==> src/rtl/cal_cmd_pkg.sv <==
package cal_cmd_pkg;

  typedef enum logic [1:0] {
    MODE_IDLE = 2'b00,
    MODE_PROG = 2'b01,
    MODE_READ = 2'b10
  } nvm_mode_e;

  localparam int BANK_W = 3;
  localparam logic [BANK_W-1:0] CAL_BANK  = 3'd4;
  localparam logic [BANK_W-1:0] BASE_BANK = 3'd0;

  typedef struct packed {
    logic              set_bank;
    logic [BANK_W-1:0] bank_val;
    logic              load_hi;
    logic              load_lo;
    logic              sel_lo;
    logic              sel_hi;
    logic              prog;
    logic              read;
    logic              idle;
    logic              soft_rst;
  } cmd_op_t;

endpackage

==> src/rtl/cal_cmd_parse.sv <==
module cal_cmd_parse
  import cal_cmd_pkg::*;
(
  input  logic              cmd_fire,
  input  logic [7:0]        cmd_byte,
  input  logic [BANK_W-1:0] cur_bank,
  input  logic              busy,
  output cmd_op_t           op
);

  logic in_cal;
  logic gate;

  always_comb begin
    op     = '0;
    in_cal = (cur_bank == CAL_BANK);
    gate   = in_cal && !busy;
    if (cmd_fire) begin
      if (cmd_byte[7:3] == 5'b11110) begin
        op.set_bank = 1'b1;
        op.bank_val = cmd_byte[BANK_W-1:0];
      end else if (cmd_byte == 8'h91) begin
        op.soft_rst = (cur_bank == BASE_BANK);
      end else if (gate) begin
        case (cmd_byte[7:4])
          4'h7: op.load_hi = 1'b1;
          4'h6: op.load_lo = 1'b1;
          4'hA: begin
            op.sel_lo = (cmd_byte[3:0] == 4'h0);
            op.sel_hi = (cmd_byte[3:0] == 4'h1);
          end
          4'h5: begin
            op.read = (cmd_byte[3:0] == 4'h0);
            op.prog = (cmd_byte[3:0] == 4'h2);
            op.idle = (cmd_byte[3:0] == 4'h6);
          end
          default: ;
        endcase
      end
    end
  end

endmodule

==> src/rtl/cal_op_timer.sv <==
module cal_op_timer #(
  parameter int PROG_CYCLES = 500_001,
  parameter int READ_CYCLES = 1_251
) (
  input  logic clk,
  input  logic rst_n,
  input  logic start_prog,
  input  logic start_read,
  input  logic abort,
  output logic busy,
  output logic prog_done,
  output logic read_done
);

  localparam int MAX_CYC = (PROG_CYCLES > READ_CYCLES) ? PROG_CYCLES : READ_CYCLES;
  localparam int CNT_W   = $clog2(MAX_CYC + 1);

  logic [CNT_W-1:0] cnt_q;
  logic             kind_read_q;
  logic             last;

  assign busy      = (cnt_q != '0);
  assign last      = (cnt_q == CNT_W'(1));
  assign prog_done = last && !kind_read_q && !abort;
  assign read_done = last &&  kind_read_q && !abort;

  always_ff @(posedge clk) begin
    if (!rst_n) begin
      cnt_q       <= '0;
      kind_read_q <= 1'b0;
    end else if (abort) begin
      cnt_q       <= '0;
    end else if (start_prog) begin
      cnt_q       <= CNT_W'(PROG_CYCLES);
      kind_read_q <= 1'b0;
    end else if (start_read) begin
      cnt_q       <= CNT_W'(READ_CYCLES);
      kind_read_q <= 1'b1;
    end else if (busy) begin
      cnt_q       <= cnt_q - CNT_W'(1);
    end
  end

  AST_DONE_ENDS_BUSY: assert property (@(posedge clk) disable iff (!rst_n)
    (prog_done || read_done) |=> !busy) else $error("done left busy");
  AST_START_SETS_BUSY: assert property (@(posedge clk) disable iff (!rst_n)
    ((start_prog || start_read) && !abort) |=> busy) else $error("start without busy");
  AST_ABORT_CLEARS: assert property (@(posedge clk) disable iff (!rst_n)
    abort |=> !busy) else $error("abort ignored");

endmodule

==> src/rtl/cal_nv_store.sv <==
module cal_nv_store #(
  parameter int HI_W = 2,
  parameter int LO_W = 4
) (
  input  logic                 clk,
  input  logic                 rst_n,
  input  logic                 load_hi,
  input  logic                 load_lo,
  input  logic [LO_W-1:0]      load_data,
  input  logic                 clr_seen,
  input  logic                 commit,
  input  logic                 commit_hi,
  output logic [HI_W+LO_W-1:0] stored,
  output logic                 staged_ready
);

  localparam int CAL_W = HI_W + LO_W;

  logic [HI_W-1:0]  stage_hi_q;
  logic [LO_W-1:0]  stage_lo_q;
  logic             seen_hi_q;
  logic             seen_lo_q;
  logic [CAL_W-1:0] store_q;

  assign stored       = store_q;
  assign staged_ready = seen_hi_q && seen_lo_q;

  always_ff @(posedge clk) begin
    if (!rst_n) begin
      stage_hi_q <= '0;
      stage_lo_q <= '0;
      seen_hi_q  <= 1'b0;
      seen_lo_q  <= 1'b0;
    end else if (clr_seen) begin
      seen_hi_q  <= 1'b0;
      seen_lo_q  <= 1'b0;
    end else begin
      if (load_hi) begin
        stage_hi_q <= load_data[HI_W-1:0];
        seen_hi_q  <= 1'b1;
      end
      if (load_lo) begin
        stage_lo_q <= load_data;
        seen_lo_q  <= 1'b1;
      end
    end
  end

  always_ff @(posedge clk) begin
    if (!rst_n) begin
      store_q <= '0;
    end else if (commit) begin
      if (commit_hi) store_q[CAL_W-1:LO_W] <= stage_hi_q;
      else           store_q[LO_W-1:0]     <= stage_lo_q;
    end
  end

  AST_STORE_STABLE: assert property (@(posedge clk) disable iff (!rst_n)
    !commit |=> $stable(store_q)) else $error("store moved");
  AST_COMMIT_STAGED: assert property (@(posedge clk) disable iff (!rst_n)
    commit |-> staged_ready) else $error("commit unstaged");

endmodule

==> src/rtl/cal_cmd_decoder.sv <==
module cal_cmd_decoder
  import cal_cmd_pkg::*;
#(
  parameter int PROG_CYCLES = 500_001,
  parameter int READ_CYCLES = 1_251,
  parameter int HI_W        = 2,
  parameter int LO_W        = 4
) (
  input  logic                 clk,
  input  logic                 rst_n,
  input  logic                 cmd_valid,
  output logic                 cmd_ready,
  input  logic [7:0]           cmd_data,
  output logic [HI_W+LO_W-1:0] cal_word,
  output logic                 busy,
  output logic [1:0]           mem_mode
);

  localparam int CAL_W = HI_W + LO_W;

  cmd_op_t           op;
  logic [BANK_W-1:0] bank_q;
  logic [1:0]        sel_q;
  nvm_mode_e         mode_q;
  logic [CAL_W-1:0]  cal_q;
  logic [CAL_W-1:0]  stored;
  logic              staged_ready;
  logic              start_prog;
  logic              start_read;
  logic              prog_done;
  logic              read_done;
  logic              sel_hi;
  logic              cmd_fire;

  assign cmd_ready  = 1'b1;
  assign cmd_fire   = cmd_valid && cmd_ready;
  assign start_prog = op.prog && staged_ready;
  assign start_read = op.read;
  assign sel_hi     = (sel_q == 2'b01);

  cal_cmd_parse u_parse (
    .cmd_fire (cmd_fire),
    .cmd_byte (cmd_data),
    .cur_bank (bank_q),
    .busy     (busy),
    .op       (op)
  );

  cal_op_timer #(
    .PROG_CYCLES (PROG_CYCLES),
    .READ_CYCLES (READ_CYCLES)
  ) u_timer (
    .clk        (clk),
    .rst_n      (rst_n),
    .start_prog (start_prog),
    .start_read (start_read),
    .abort      (op.soft_rst),
    .busy       (busy),
    .prog_done  (prog_done),
    .read_done  (read_done)
  );

  cal_nv_store #(
    .HI_W (HI_W),
    .LO_W (LO_W)
  ) u_store (
    .clk          (clk),
    .rst_n        (rst_n),
    .load_hi      (op.load_hi),
    .load_lo      (op.load_lo),
    .load_data    (cmd_data[LO_W-1:0]),
    .clr_seen     (op.soft_rst),
    .commit       (prog_done),
    .commit_hi    (sel_hi),
    .stored       (stored),
    .staged_ready (staged_ready)
  );

  always_ff @(posedge clk) begin
    if (!rst_n || op.soft_rst) begin
      bank_q <= BASE_BANK;
      sel_q  <= 2'b00;
      mode_q <= MODE_IDLE;
    end else begin
      if (op.set_bank) bank_q <= op.bank_val;
      if (op.sel_lo)   sel_q  <= 2'b00;
      if (op.sel_hi)   sel_q  <= 2'b01;
      if (start_prog)       mode_q <= MODE_PROG;
      else if (start_read)  mode_q <= MODE_READ;
      else if (op.idle)     mode_q <= MODE_IDLE;
    end
  end

  always_ff @(posedge clk) begin
    if (!rst_n || op.soft_rst) begin
      cal_q <= '0;
    end else if (read_done) begin
      if (sel_hi) cal_q[CAL_W-1:LO_W] <= stored[CAL_W-1:LO_W];
      else        cal_q[LO_W-1:0]     <= stored[LO_W-1:0];
    end
  end

  assign cal_word = cal_q;
  assign mem_mode = mode_q;

  AST_NO_START_BUSY: assert property (@(posedge clk) disable iff (!rst_n)
    (start_prog || start_read) |-> !busy) else $error("start while busy");
  AST_SOFT_RST_CLEARS: assert property (@(posedge clk) disable iff (!rst_n)
    op.soft_rst |=> (cal_word == '0 && !busy && mem_mode == 2'b00)) else $error("soft reset");
  AST_WORD_HOLD: assert property (@(posedge clk) disable iff (!rst_n)
    (!read_done && !op.soft_rst) |=> $stable(cal_word)) else $error("word moved");
  AST_MODE_HOLD_BUSY: assert property (@(posedge clk) disable iff (!rst_n)
    (busy && !op.soft_rst) |=> $stable(mem_mode)) else $error("mode moved while busy");

endmodule

==> config.mk <==
export PLATFORM = sky130hd
export DESIGN_NAME = cal_cmd_decoder
export DESIGN_NICKNAME = d
export VERILOG_FILES = /design/src/rtl/cal_cmd_pkg.sv /design/src/rtl/cal_cmd_parse.sv /design/src/rtl/cal_op_timer.sv /design/src/rtl/cal_nv_store.sv /design/src/rtl/cal_cmd_decoder.sv
export SDC_FILE = /design/constraint.sdc
export NUM_CORES = 1
export LEC_CHECK = 0
export CAP_MARGIN = 5
export CORE_MARGIN = 2
export CORE_UTILIZATION = 50
export DETAILED_ROUTE_END_ITERATION = 10
export PLACE_DENSITY_LB_ADDON = 0.1
export SLEW_MARGIN = 10
export SYNTH_ARGS = -nofsm -noshare
export SYNTH_HDL_FRONTEND = slang
export SYNTH_SLANG_ARGS = --single-unit
==> constraint.sdc <==
create_clock -name clk -period 2.6 [get_ports clk]
set_input_delay 0.52 -clock clk [delete_from_list [all_inputs] [get_ports clk]]
set_output_delay 0.52 -clock clk [all_outputs]
set_load 0.01 [all_outputs]
# --- Yosys cells after proc, flatten, opt, wreduce, memory -nomap -nowiden ---
# Index checks and enable logic that the tools add are counted.
classes:
  eq_ne: 11
  div_mod_pow: 0
  bitwise_logic: 3
  addsub: 1
  shift: 0
  n_reduce_logical: 32
  magnitude_cmp: 0
  mul: 0
  mux: 20
ops:
  columns: ["operator", "count"]
  rows:
  - ["19-bit two-way mux", 3]
  - ["19-bit by 1-bit == test with 1-bit output (second input constant)", 1]
  - ["19-bit nonzero test", 1]
  - ["19-bit by 1-bit subtractor with 19-bit output (second input constant)", 1]
  - ["4-bit by 3-bit == test with 1-bit output (second input constant)", 4]
  - ["7-bit two-way mux", 2]
  - ["2-bit AND reduction", 7]
  - ["12-bit two-way mux", 1]
  - ["8-bit == test (second input constant)", 1]
  - ["1-bit two-way mux", 8]
  - ["8-bit two-way mux", 1]
  - ["2-bit nonzero test", 4]
  - ["1-bit logical AND", 7]
  - ["2-bit two-way mux", 3]
  - ["3-bit nonzero test", 2]
  - ["5-bit == test (second input constant)", 1]
  - ["4-bit by 1-bit == test with 1-bit output (second input constant)", 1]
  - ["4-bit by 2-bit == test with 1-bit output (second input constant)", 1]
  - ["4-bit == test (second input constant)", 1]
  - ["1-bit logical NOT", 4]
  - ["4-bit logical NOT", 1]
  - ["4-bit two-way mux", 1]
  - ["2-bit OR reduction", 2]
  - ["4-bit OR reduction", 1]
  - ["6 further kinds", 8]
word_totals:
  output_inout_bits: 10
  mem_bits_rw: 0
  regBits: 46
  mem_count: 0
  romBits: 0
  input_bits: 11
  latchBits: 0

# --- Logic depth before layout (Yosys ltp) ---
# Gate-level depths: netlist of the first run.
logic_depth:
  ltp_word: 10
  ltp_mapped: 9

# --- Cells and area by module ---
# A second synthesis of the first run with hierarchy kept.
unflattened:
  hier_cells: 262
  hier_area_um2: 2356.0
modules_own_cells:
  columns: ["mod", "area_each_um2", "cells_per_inst", "seq_area_each_um2", "n_inst"]
  rows:
  - ["cal_op_timer", 1136.1, 127, 400.4, 1]
  - ["cal_nv_store", 545.5, 56, 280.3, 1]
  - ["cal_cmd_decoder", 456.7, 49, 240.2, 1]
  - ["cal_cmd_parse", 217.7, 30, 0.0, 1]

# --- Worst setup path after synthesis of the first run ---
# Ideal clock, no wire load.
synth_path:
  kind: "register to register"
  startpoint: "register u_timer.cnt_q[10]"
  endpoint: "register mode_q[1] (netlist: mem_mode[1])"
  required_time_ns: 2.538
  arrival_ns: 2.397
  slack_ns: 0.141
  path_stages_with_launch: 8
  path_buffers: 2
  synth_period_minus_slack_ns: 2.459
  path_cell_list: "dfxtp_1 > or4_4 > or4_4 > buf_6 > or2_0 > clkbuf_2 > or4_1 > nand3_1"
synth_between:
  elab_chain_len: 9
synth_rtl:
  columns: ["item", "line_no", "text"]
  rows:
  - ["start: declaration", "cal_op_timer.sv:18", "logic [CNT_W-1:0] cnt_q;"]
  - ["start signal: assignment", "cal_op_timer.sv:34", "cnt_q <= CNT_W'(PROG_CYCLES);"]
  - ["start signal: assignment", "cal_op_timer.sv:37", "cnt_q <= CNT_W'(READ_CYCLES);"]
  - ["start signal: assignment", "cal_op_timer.sv:40", "cnt_q <= cnt_q - CNT_W'(1);"]
  - ["19-bit nonzero test *", "cal_op_timer.sv:22", "assign busy = (cnt_q != '0);"]
  - ["1-bit logical NOT *", "cal_cmd_parse.sv:17", "gate = in_cal && !busy;"]
  - ["1-bit logical AND *", "cal_cmd_parse.sv:17", null]
  - ["7-bit two-way mux *", "cal_cmd_parse.sv:24", "end else if (gate) begin"]
  - ["7-bit two-way mux *", "cal_cmd_parse.sv:22", "end else if (cmd_byte == 8'h91) begin"]
  - ["8-bit two-way mux *", "cal_cmd_parse.sv:19", "if (cmd_byte[7:3] == 5'b11110) begin"]
  - ["12-bit two-way mux *", "cal_cmd_parse.sv:18", "if (cmd_fire) begin"]
  - ["1-bit logical AND", "cal_cmd_decoder.sv:37", "assign start_prog = op.prog && staged_ready;"]
  - ["2-bit OR reduction (no line)", null, null]
  - ["end signal: assignment", "cal_cmd_decoder.sv:83", "mode_q <= MODE_IDLE;"]
  - ["end signal: assignment", "cal_cmd_decoder.sv:88", "if (start_prog) mode_q <= MODE_PROG;"]
  - ["end signal: assignment", "cal_cmd_decoder.sv:89", "else if (start_read) mode_q <= MODE_READ;"]
  - ["end: declaration", "cal_cmd_decoder.sv:24", "nvm_mode_e mode_q;"]
# Every way passes the cells marked *; elsewhere a longest branch is shown, timed or not.
# A chain may end at the register's enable or synchronous reset.

# --- Final worst setup path of the first run ---
layout_path:
  startpoint: "register u_timer.cnt_q[13]"
  endpoint: "register cal_q[0] (netlist: cal_word[0])"
layout_between:
  elab_chain_len: 4
layout_rtl:
  columns: ["item", "line_no", "text"]
  rows:
  - ["19-bit by 1-bit == test with 1-bit output", "cal_op_timer.sv:23", "assign last = (cnt_q == CNT_W'(1));"]
  - ["1-bit logical AND (2 in series)", "cal_op_timer.sv:25", "assign read_done = last && kind_read_q && !abort;"]
  - ["2-bit AND reduction (no line)", null, null]
  - ["end signal: indexed assignment", "cal_cmd_decoder.sv:98", "if (sel_hi) cal_q[CAL_W-1:LO_W] <= stored[CAL_W-1:LO_W];"]
  - ["end signal: indexed assignment", "cal_cmd_decoder.sv:99", "else cal_q[LO_W-1:0] <= stored[LO_W-1:0];"]
  - ["end: declaration", "cal_cmd_decoder.sv:25", "logic [CAL_W-1:0] cal_q;"]
# Every way passes these cells.

==> run metrics, run 1 <==
status completed; Starting Density 0.519; Die Y-Extent 71.2 um; commonest cells after routing, fill and taps aside 46 x dfxtp_1, 31 x buf_4, 23 x nor2_1, 21 x mux2i_1, 18 x clkdlybuf4s50_1; Leak 1.06 nW; Worst Setup EP cal_word[0]; commonest non-fill, non-tap cell in the layout dfxtp_1; Unique masters post-synth 49; pwr/cell area 1040 nW/um2; DRC viols 0; Critical path origin u_timer.cnt_q[13]; FF-to-FF Start u_timer.cnt_q[13]; Comb power frac 0.514; first drt pass iteration count 4; Fin Clk Skew 5.73 ps; first-pass GRT wire length 8310 um; grt total ovfl 0; Mapped Area 2260 um2; CTS Sinks 46; vias in the first global route 1,807; Post-Syn Instances 249; Core ar. 4350 um2; worst endpoint data arrival time 2700 ps; flop2flop setup slack 110 ps; later-pin clock latency in the skew report 310 ps; MaxCap Viol Count 0; RSZ-0062 raised after global routing true; CTS tree yes; Root Buffer clkbuf_8; Hold Vio Cnt, Final 0; Layout Utilization 0.644; Post-Place Cells 336; switching power of the nets 0.00119 W; total wire length 4930 um; largest net degree at the start of global routing 16; Hold WS 497 ps; switching share of power 0.408; CP max stage delay 690 ps; reg2reg end cal_word[0]; io pins 21; main flop type after synthesis dfxtp_1; CP Cell Sequence or4_4 -> or4_1 -> or4b_1 -> mux2i_1 -> nor2_1; Worst path slowest cell or4b_1; post-route ant nets 0; fin nets 307; Final Max Tran Viols 0; WL per Instance 14.2 um; IR drop worst, VDD 0.538 mV; Die W 71.2 um; diode count 0; Req. time, crit path 2810 ps; CTS clk-pin slew, worst paths 90 ps; P&R area growth vs syn 24.0%; total track usage 0.208; vias after detailed routing 1,888; standard-cell rows 24; post-DP HPWL 3690 um; GPL Wtd Cong 0.815; Final Non-Filler Cells 346; vias per inst 5.46; layout cell share with drive strength beyond 1 0.173; Slew HR 0.601; slew of the pin with the lowest slew margin 590 ps; die area 5080 um2; Synth warnings 0; total clock buffers created by CTS 5; initial antenna violation count 0; htree depth 2; Total Neg Setup Slack 0 ps; sequential share of the synthesized area 0.407; sequential power share 0.334; async set-or-reset flop fraction in the synthesized netlist 0; R2R cell count 5; Fmax 401 MHz; Final Total Pwr 0.00290 W; initial DRC count 80; worst setup path class reg -> reg; clock buffer depth 2; endpoint type of the worst setup path flop; buffers added on ports 19; Synth Register Bits 46; Mapped Avg Cell Area 9.08 um2; internal power 0.00172 W; post-synth net total 263; crit share post-route 0.959; Hold Path Class reg -> reg; crit start category flop; Crit Path Max Fanout 6; Clock power frac 0.152; Post-synth EDFFs 0; Final min period 2490 ps; final setup violation count 0
[area by class of cell]
class | count | area (um2)
Sequential cell | 46 | 921
Multi-Input combinational cell | 188 | 1300
Tap cell | 52 | 65.1
Clock inverter | 3 | 21.3
Timing Repair Buffer | 50 | 422
Fill cell | 379 | 1550
Clock buffer | 5 | 68.8
Inverter | 2 | 7.51
[repair_timing]
item,in CTS,in global routing
gates resized for setup,3,4
cloned,0,0
setup buffers,1,1
endpoints found under the setup margin,6,20
hold buffers,0,0
pin swaps,1,2
[power groups by stage]
stage	combinational, W	clock (W)	sequential, W
floorplan	0.00102	0	0.000959
global placement	0.00144	0	0.000978
detailed placement	0.00145	0	0.000981
CTS	0.00148	0.000453	0.000968
global route	0.00166	0.000482	0.000990
finish	0.00149	0.000442	0.000970
[cells in the mapped netlist (2+ instances only)]
master / count / share of area
nor2_1: 23 / 0.038
mux2i_1: 21 / 0.093
and3b_1: 2 / 0.0077
o31ai_1: 3 / 0.010
xnor2_1: 4 / 0.015
or4b_2: 2 / 0.0089
or3_1: 3 / 0.0083
or4_4: 2 / 0.010
nand2_1: 12 / 0.020
o21ai_0: 13 / 0.029
nor2b_1: 14 / 0.039
ha_1: 3 / 0.017
o311ai_0: 2 / 0.0077
nand3b_1: 4 / 0.013
nor4_1: 3 / 0.0083
clkbuf_1: 10 / 0.017
inv_1: 2 / 0.0033
nor3_1: 9 / 0.020
or4_1: 7 / 0.023
dfxtp_1: 46 / 0.41
nor4b_1: 2 / 0.0077
a21oi_1: 11 / 0.024
a31oi_1: 3 / 0.0083
nor3b_1: 3 / 0.010
xor2_1: 8 / 0.031
nand4_1: 3 / 0.0083
or4b_1: 2 / 0.0089
nand4b_1: 2 / 0.0077
and2_1: 2 / 0.0055
nand3_1: 6 / 0.013
nand2b_1: 4 / 0.011
[flip-flops by register name, summed over array words and instances (netlist names)]
register and count:
u_store.stage_hi_q 2, u_store.seen_hi_q 1, u_timer.cnt_q 19, u_timer.kind_read_q 1, mem_mode 2, sel_q 1, u_store.stage_lo_q 4, u_store.seen_lo_q 1
u_store.stored 6, cal_word 6, bank_q 3
[metal layers]
layer,up-vias,global-route usage,share of wire
met3,7,0.0478,0.025
met4,0,0.0776,0.014
met1,873,0.262,0.48
met5,-,0,0
met2,23,0.346,0.48
li1,985,-,-
[per-stage QoR]
stage / worst slack, ps / cell area, um2
2_1_floorplan: 141 / 2260
3_3_place_gp: -241 / 2670
3_5_place_dp: -357 / 2670
4_1_cts: 48.9 / 2780
5_1_grt: -8.77 / 2800
6_report: 106 / 2800
[cell families after synthesis]
group / after synthesis / synth area share
simple gates: 112 / 0.301
flops: 46 / 0.407
compound gates: 39 / 0.104
mux: 21 / 0.0930
buf+inv: 15 / 0.0304
xor+xnor: 12 / 0.0465
fa+ha+maj: 3 / 0.0166
other cells: 1 / 0.00166
[how the worst min path moves through the flow]
stage / start / endpoint / slack (ps) / depth (start not counted)
6_report: mem_mode[0] / mem_mode[0] / 500 / 2
3_5_place_dp: mem_mode[0] / mem_mode[0] / 480 / 2
2_1_floorplan: u_store.stored[0] / cal_word[0] / 460 / 2
4_1_cts: mem_mode[0] / mem_mode[0] / 500 / 2
3_3_place_gp: mem_mode[0] / mem_mode[0] / 470 / 2
5_1_grt: u_timer.cnt_q[12] / u_timer.cnt_q[12] / 530 / 2
[worst max-delay path: cells and delay by family, from the launching register on]
kind	cells	cell delay, ps
mux	1	210
flops	1	330
simple gates	4	1870
Note: power is estimated with default switching activity, not from simulation.
==> inputs of run 2 (changes only) <==
--- a/config.mk
+++ b/config.mk
@@ -10,7 +10,6 @@
 export CORE_UTILIZATION = 50
 export DETAILED_ROUTE_END_ITERATION = 10
 export PLACE_DENSITY_LB_ADDON = 0.1
-export SLEW_MARGIN = 10
 export SYNTH_ARGS = -nofsm -noshare
 export SYNTH_HDL_FRONTEND = slang
 export SYNTH_SLANG_ARGS = --single-unit
==> results of run 2 <==
Final layout, timing and power as in run 1 (identical DEF).
==> inputs of run 3 (changes only) <==
--- a/config.mk
+++ b/config.mk
@@ -5,6 +5,7 @@
 export SDC_FILE = /design/constraint.sdc
 export NUM_CORES = 1
 export LEC_CHECK = 0
+export ABC_CLOCK_PERIOD_IN_PS = 2600
 export CAP_MARGIN = 5
 export CORE_MARGIN = 2
 export CORE_UTILIZATION = 50
==> results of run 3 <==
Final layout, timing and power as in run 1 (identical DEF).
